**src/rtl/rw_arb_pkg.sv**
```systemverilog
package rw_arb_pkg;
   typedef enum logic [1:0] {
      GNT_NONE  = 2'd0,
      GNT_READ  = 2'd1,
      GNT_WRITE = 2'd2
   } grant_e;
endpackage

```
**src/rtl/rw_arb_decide.sv**
```systemverilog
module rw_arb_decide
   import rw_arb_pkg::*;
(
   input  logic   rd_req,
   input  logic   wr_req,
   input  grant_e last_gnt,
   output grant_e gnt
);
   logic rd_ok;
   logic wr_ok;

   // A port that started on the previous edge is still busy with its burst.
   assign rd_ok = rd_req && (last_gnt != GNT_READ);
   assign wr_ok = wr_req && (last_gnt != GNT_WRITE);

   always_comb begin
      gnt = GNT_NONE;
      if (rd_ok && wr_ok) begin
         // Both were free: the idle history favours the read.
         gnt = GNT_READ;
      end else if (rd_ok) begin
         gnt = GNT_READ;
      end else if (wr_ok) begin
         gnt = GNT_WRITE;
      end
   end
endmodule

```
**src/rtl/rw_arb_addr_reg.sv**
```systemverilog
module rw_arb_addr_reg #(
   parameter int unsigned WIDTH     = 17,
   parameter bit          RESET_VAL = 1'b1
) (
   input  logic             clk,
   input  logic             rst_n,
   input  logic             load,
   input  logic [WIDTH-1:0] d,
   output logic [WIDTH-1:0] q
);
   generate
      if (RESET_VAL) begin : g_rst
         always_ff @(posedge clk or negedge rst_n) begin
            if (!rst_n)    q <= '0;
            else if (load) q <= d;
         end
      end else begin : g_norst
         always_ff @(posedge clk) begin
            if (load) q <= d;
         end
      end
   endgenerate
endmodule

```
**src/rtl/rw_alt_arbiter.sv**
```systemverilog
module rw_alt_arbiter
   import rw_arb_pkg::*;
#(
   parameter int unsigned ADDR_W     = 17,
   parameter bit          ADDR_RESET = 1'b1
) (
   input  logic              clk,
   input  logic              rst_n,
   input  logic              rd_sel_n,
   input  logic              wr_sel_n,
   input  logic [ADDR_W-1:0] addr,
   output logic              rd_start,
   output logic              wr_start,
   output logic [ADDR_W-1:0] rd_addr,
   output logic [ADDR_W-1:0] wr_addr
);
   localparam int unsigned NPORT = 2;

   generate
      if (ADDR_W < 1) begin : g_bad_width
         $error("rw_alt_arbiter: ADDR_W must be at least 1");
      end
   endgenerate

   grant_e              gnt;
   grant_e              hist_q;
   logic [ADDR_W-1:0]   port_addr [NPORT];

   rw_arb_decide u_decide (
      .rd_req   (!rd_sel_n),
      .wr_req   (!wr_sel_n),
      .last_gnt (hist_q),
      .gnt      (gnt)
   );

   always_ff @(posedge clk or negedge rst_n) begin
      if (!rst_n) hist_q <= GNT_NONE;
      else        hist_q <= gnt;
   end

   genvar p;
   generate
      for (p = 0; p < NPORT; p++) begin : g_port
         localparam grant_e OWN = (p == 0) ? GNT_READ : GNT_WRITE;
         rw_arb_addr_reg #(
            .WIDTH     (ADDR_W),
            .RESET_VAL (ADDR_RESET)
         ) u_areg (
            .clk   (clk),
            .rst_n (rst_n),
            .load  (gnt == OWN),
            .d     (addr),
            .q     (port_addr[p])
         );
      end
   endgenerate

   assign rd_start = (hist_q == GNT_READ);
   assign wr_start = (hist_q == GNT_WRITE);
   assign rd_addr  = port_addr[0];
   assign wr_addr  = port_addr[1];

   assert_one_start_R10: assert property (@(posedge clk) disable iff (!rst_n)
      !(rd_start && wr_start));
   assert_no_back_read_R4: assert property (@(posedge clk) disable iff (!rst_n)
      rd_start |=> !rd_start);
   assert_no_back_write_R5: assert property (@(posedge clk) disable iff (!rst_n)
      wr_start |=> !wr_start);
   assert_idle_both_read_R6: assert property (@(posedge clk) disable iff (!rst_n)
      (!rd_start && !wr_start && !rd_sel_n) |=> rd_start);
   assert_after_read_write_R7: assert property (@(posedge clk) disable iff (!rst_n)
      (rd_start && !wr_sel_n) |=> wr_start);
   assert_after_write_read_R8: assert property (@(posedge clk) disable iff (!rst_n)
      (wr_start && !rd_sel_n) |=> rd_start);
   assert_rd_addr_hold_R11: assert property (@(posedge clk) disable iff (!rst_n)
      !rd_start |-> $stable(rd_addr));
   assert_wr_addr_hold_R11: assert property (@(posedge clk) disable iff (!rst_n)
      !wr_start |-> $stable(wr_addr));
endmodule

```
**config.mk**
```make
export PLATFORM = sky130hd
export DESIGN_NAME = rw_alt_arbiter
export DESIGN_NICKNAME = d
export VERILOG_FILES = /design/src/rtl/rw_arb_pkg.sv /design/src/rtl/rw_arb_decide.sv /design/src/rtl/rw_arb_addr_reg.sv /design/src/rtl/rw_alt_arbiter.sv
export SDC_FILE = /design/constraint.sdc
export NUM_CORES = 1
export LEC_CHECK = 0
export BUFFER_PORTS_ARGS = -buffer_cell sky130_fd_sc_hd__buf_2
export CAP_MARGIN = 30
export CORE_AREA = 2 2 81 64
export CTS_BUF_LIST = sky130_fd_sc_hd__clkbuf_8 sky130_fd_sc_hd__clkbuf_16
export CTS_CLUSTER_SIZE = 20
export DETAILED_ROUTE_END_ITERATION = 16
export DIE_AREA = 0 0 83 66
export PLACE_DENSITY = 0.64
export SLEW_MARGIN = 20
export SYNTH_ARGS = -nofsm -noshare
export SYNTH_HDL_FRONTEND = slang
export SYNTH_SLANG_ARGS = --single-unit
```
**constraint.sdc**
```tcl
create_clock -name clk -period 2.8 [get_ports clk]
set_input_delay 0.28 -clock clk [delete_from_list [all_inputs] [get_ports clk]]
set_output_delay 0.28 -clock clk [all_outputs]
set_load 0.02 [all_outputs]
```
==> results of run 1 <==
==> worst max-delay path: cells and delay by family (launching register included) <==
kind / cells / cell delay (ps)
and+or+nand+nor: 2 / 820
muxes: 1 / 420
DFF: 1 / 380
==> state kept, by name (all words and copies together) (netlist names) <==
name             cells
g_port.u_areg.q     34
hist_q               2
==> power groups by stage <==
stage | Sequential (uW) | Clock [uW] | Combinational (uW)
3_5_place_dp | 667 | 0 | 373
6_report | 656 | 367 | 366
4_1_cts | 658 | 389 | 373
2_1_floorplan | 779 | 0 | 119
5_1_grt | 668 | 408 | 390
3_3_place_gp | 662 | 0 | 365
==> logic make-up after synthesis <==
| family | count (synthesis) | share of synthesized area |
|---|---|---|
| DFF | 36 | 0.6599 |
| and+or+nand+nor | 3 | 0.01925 |
| AOI/OAI and AO/OA | 1 | 0.01558 |
| buffers and inverters | 5 | 0.02475 |
| muxes | 34 | 0.2805 |
==> through the flow <==
stage	cell area [um^2]	setup WS, ps
after floorplan	1365	1369
after global placement	1698	1086
after detailed placement	1698	1012
after CTS	1790	1003
after global routing	1790	925.7
final	1790	1057
==> area by class of cell <==
cell class / instances / share of cell area
Sequential cell: 36 / 0.5031
Multi-Input combinational cell: 38 / 0.2404
Timing Repair Buffer: 56 / 0.1565
Clock buffer: 6 / 0.04612
Tap cell: 60 / 0.04193
Inverter: 3 / 0.006289
Clock inverter: 2 / 0.005590
==> cell usage in the layout (no fill, tap or decap) <==
cell      synthesis  final
buf_2             0     56
clkbuf_8          0      6
clkinv_2          0      2
dfrtp_1          36     36
inv_1             3      3
mux2_2           34     34
nand2b_1          1      1
nor2_2            1      1
nor2b_4           1      1
o211ai_4          1      1
==> layer usage <==
layer  up-vias  routed length (um)  track usage
met3         5                 143      0.03246
met4         0                  42      0.04918
met2        27                1293       0.1683
met1       429                1091       0.1198
met5         -                   0            0
li1        397                   -            -
==> worst min-delay path by stage <==
stage,end,start,depth (start not counted),slack (ps)
after global placement,g_port[0].u_areg.q[10]$_DFFE_PN0N_,rst_n,1,390
after floorplan,g_port[0].u_areg.q[0]$_DFFE_PN0N_,rst_n,0,-20
final,g_port[1].u_areg.q[12]$_DFFE_PN0N_,rst_n,1,80
after detailed placement,g_port[1].u_areg.q[11]$_DFFE_PN0N_,rst_n,1,420
after CTS,g_port[1].u_areg.q[12]$_DFFE_PN0N_,rst_n,1,110
after global routing,g_port[1].u_areg.q[10]$_DFFE_PN0N_,rst_n,1,150
==> impl_metrics.ini, run 1 <==
[status]
outcome = complete, no violations

[global_routing]
antenna_found_initial = 0
grt_pass1_wl_um = 4284
grt.total_usage = 0.1011
grt_pass1_vias = 910
grt_max_degree = 37
overflow = 0

[floorplanning]
die-width_um = 83
fp-row-count = 22
io_pins = 57
die-area_um2 = 5478
fp.dieH_um = 66
core_region_area_um2 = 4707
start_util = 0.2900

[power]
switchingPower_uw = 425.7
p_total_uw = 1388
peakVddDrop_uv = 295.3
power_frac_comb = 0.263
power_density_nw_per_um2 = 775.3
pwr-share-seq = 0.473
swShare = 0.3066
power.clock.fraction = 0.264
leakage_uw = 0.0008671
p_int_uw = 962.5

[worst_setup_path]
cp-endpoint = g_port[0].u_areg.q[12]$_DFFE_PN0N_
critPathMaxStageDelay_ps = 680
slowest_stage = nor2_2
reg2regPathDepth = 3
crit_path_end_kind = flip-flop
critPathMaxFanout = 18
worstSetupPathType = flip-flop to flip-flop
r2r-end = g_port[0].u_areg.q[12]$_DFFE_PN0N_
r2r_start = hist_q[0]$_DFF_PN0_
r2r_slack_ps = 1060
crit_start = hist_q[0]$_DFF_PN0_
required_ps = 2960
start_kind = flip-flop
crit_arrival_ps = 1900
crit_chain = nor2b_4, nor2_2, mux2_2

[yosys]
synth_ff_type = dfrtp_1
yosys.area.top_type_share = 0.6599
postSynthAreaPerCell_um2 = 17.28
ys_warn_count = 0
synth_most_common_cell = dfrtp_1
ys_seq_elements = 36
synth.top_cells.by_area = dfrtp_1, mux2_2, buf_6
synth_common_cells = dfrtp_1, mux2_2, inv_1, buf_6
syn_nets = 100
synth_seq_area_share = 0.6599
synth_top_cell_by_area = dfrtp_1
synth_cells = 79
synth.distinct_cells = 8
async_flop_share = 1.000
synth_edf_count = 0
synth.cell_area_um2 = 1365

[timing]
period_minus_slack_ps = 1743
worst_slew_pin_slew_ps = 900.9
fin_setup_tns_ps = 0
slew-limit-headroom = 0.3988
hold_slack_ps = 83.60
setup_viol = 0
clock_skew_ps = 7.558
post-route-period-util = 0.6227
clock.fmax_ghz = 0.5736
finalHoldViolCount = 0
slew_viol_final = 0
rsz0062_at_grt = false

[detailed_routing]
wire_per_inst_um = 12.79
drc = 0
vias = 858
wl_um = 2570
drt-vias-per-instance = 4.269
drtIter0Drc = 11
first_pass_iters = 2
detail-route-antenna-nets = 0

[clock_tree]
clk_latency_ps = 280
post_cts_buffers = 0
cts_tree = built
path_clk_slew_ps = 70
postCtsHoldBufs = 0
cts.sinks = 36
clockRootBuffer = clkbuf_8
htreeDepth = 2
cts_buffers = 5
ctsLongestPathBuffers = 2
ctsResizeCount = 0

[layout]
multi_input_area_um2 = 430.4
syn_to_final_growth_pct = 31.16
n_antenna_cell = 0
fillCellCount = 451
fin_util = 0.3804
nNetsFinal = 161
final_cells = 201
drive_above_1_share = 0.7163
seq_area_um2 = 900.9

[place]
dp_hpwl_um = 1944
gp_congestion = 0.7093
portBuffers = 56
dp_cells = 193

[flow_run]
cap_violations = 0

[hold_path]
hold_path.class = primary input to async pin
No activity file was read; power rests on OpenSTA's default activity.
==> run 2, diff against run 1 <==
==> constraint.sdc (replaced) <==
create_clock -name clk -period 1.7 [get_ports clk]
set_input_delay 0.17 -clock clk [delete_from_list [all_inputs] [get_ports clk]]
set_output_delay 0.17 -clock clk [all_outputs]
set_load 0.02 [all_outputs]
==> impl_metrics.ini, run 2 (synthesis gave the netlist of run 1 again) <==
[flow_run]
cap_violations = 0

[detailed_routing]
wl_um = 2716
drtIter0Drc = 7
wl_met1_um = 1118
first_pass_iters = 3
detail-route-antenna-nets = 0
wire_per_inst_um = 13.31
drc = 0
route.met3.wl_um = 140
met2WireLength_um = 1393
vias = 875
drt-vias-per-instance = 4.289
highest-signal-layer = met4

[worst_setup_path]
required_ps = 1860
crit_arrival_ps = 1630
worstSetupPathType = flip-flop to flip-flop
start_kind = flip-flop
slowest_stage = dfrtp_1
critPathMaxFanout = 18
crit_chain = nand2b_1, o211ai_4, buf_4, mux2_2
critPathMaxStageDelay_ps = 380
crit_path_end_kind = flip-flop

[clock_tree]
cts.sinks = 36
ctsResizeCount = 0
cts_buffers = 5
clk_latency_ps = 280
cts_tree = built
clockRootBuffer = clkbuf_8
htreeDepth = 2
path_clk_slew_ps = 70
ctsLongestPathBuffers = 2

[layout]
n_antenna_cell = 0
drive_above_1_share = 0.7153
fin_util = 0.3881
largestRegisters = g_port.u_areg.q: 34 flops, hist_q: 2 flops
regMostFlops = g_port.u_areg.q
layout_common_cells = buf_2, dfrtp_1, mux2_2, clkbuf_8
syn_to_final_growth_pct = 33.82
fillCellCount = 468
final_common_cell = buf_2
final_cells = 204
nNetsFinal = 165
largest_reg_flops = 34

[floorplanning]
io_pins = 57
fp.dieH_um = 66
start_util = 0.2900
die-area_um2 = 5478
die-width_um = 83
core_region_area_um2 = 4707
fp-row-count = 22

[timing]
rsz0062_at_grt = false
fin_setup_tns_ps = 0
setup_viol = 0
finalHoldViolCount = 0
slew-limit-headroom = 0.4750
clock.fmax_ghz = 0.6792
slew_viol_final = 0
worst_slew_pin_slew_ps = 787.4
clock_skew_ps = 3.962
period_minus_slack_ps = 1472
hold_slack_ps = 136.4
post-route-period-util = 0.8661

[global_routing]
overflow = 0
grt_pass1_vias = 924
antenna_found_initial = 0
grt_pass1_wl_um = 4443
grt_max_degree = 37
grt.total_usage = 0.1080

[power]
peakVddDrop_uv = 442.1
leakage_uw = 0.0008851
power_density_nw_per_um2 = 1272
p_int_uw = 1632
pwr-share-seq = 0.467
power_frac_comb = 0.265
swShare = 0.2977
power.clock.fraction = 0.269
switchingPower_uw = 691.8

[status]
outcome = complete, no violations

[place]
dp_hpwl_um = 2085
gp_congestion = 0.7069
portBuffers = 56
dp_cells = 196

[hold_path]
hold_path.class = primary input to flip-flop
run 2: changes by cell type in the layout (fill, tap and decap cells not counted):
cell | previous run | this run
dlygate4sd3_1 | 0 | 1
buf_4 | 0 | 3
clkbuf_8 | 6 | 7
clkinv_2 | 2 | 0
run 2: worst paths after layout:
kind	from	endpoint	slack (ps)	cells after the start
worst max-delay path	hist_q[0]$_DFF_PN0_	g_port[1].u_areg.q[1]$_DFFE_PN0N_	230	4
worst min-delay path	addr[4]	g_port[1].u_areg.q[4]$_DFFE_PN0N_	140	2
worst max register to register	hist_q[0]$_DFF_PN0_	g_port[1].u_areg.q[1]$_DFFE_PN0N_	230	4
worst min register to register	g_port[0].u_areg.q[11]$_DFFE_PN0N_	g_port[0].u_areg.q[11]$_DFFE_PN0N_	500	1
max in group asynchronous	rst_n	g_port[1].u_areg.q[3]$_DFFE_PN0N_	690	2
min in group asynchronous	rst_n	g_port[1].u_areg.q[4]$_DFFE_PN0N_	520	2
run 2: worst max-delay path, delay by kind of cell, from the launching register on:
| kind | cells | cell delay, ps |
|---|---|---|
| multiplexers | 1 | 370 |
| AND/OR/NAND/NOR | 1 | 200 |
| AO/OA/AOI/OAI | 1 | 100 |
| flip-flops | 1 | 380 |
| buffers and inverters | 1 | 290 |
run 2: cell type report:
cell class              count  area (um^2)  share of cell area
repair buffers             60        312.8              0.1712
inverters                   3        11.26            0.006164
multi-input cells          38        430.4              0.2356
well taps                  60        75.07             0.04110
flip-flops and latches     36        900.9              0.4932
clock buffers               7        96.34             0.05274
run 2: metrics by stage:
step / worst slack (ps) / total power (uW) / cell area (um^2)
after global placement: 306.8 / 1702 / 1720
after detailed placement: 230.8 / 1727 / 1720
final: 227.6 / 2324 / 1827
after CTS: 218.4 / 2372 / 1827
after floorplan: 269.1 / 1479 / 1365
after global routing: 173.0 / 2459 / 1827
run 2: repair_timing:
item | in CTS | in global routing
hold endpoints to repair | 1 | 0
setup buffers | 0 | 0
hold buffers | 1 | 0
run 2: power groups by stage:
stage,Combinational [uW],Clock [uW],Sequential [uW]
2_1_floorplan,196,0,1280
3_3_place_gp,611,0,1090
3_5_place_dp,623,0,1100
4_1_cts,625,658,1090
5_1_grt,653,702,1100
6_report,615,624,1080
run 2: metal layers:
metal  vias up  GRT usage
met4         0    0.07377
met1       442     0.1152
li1        397          -
met3         7    0.03496
met2        29     0.1855
met5         -          0
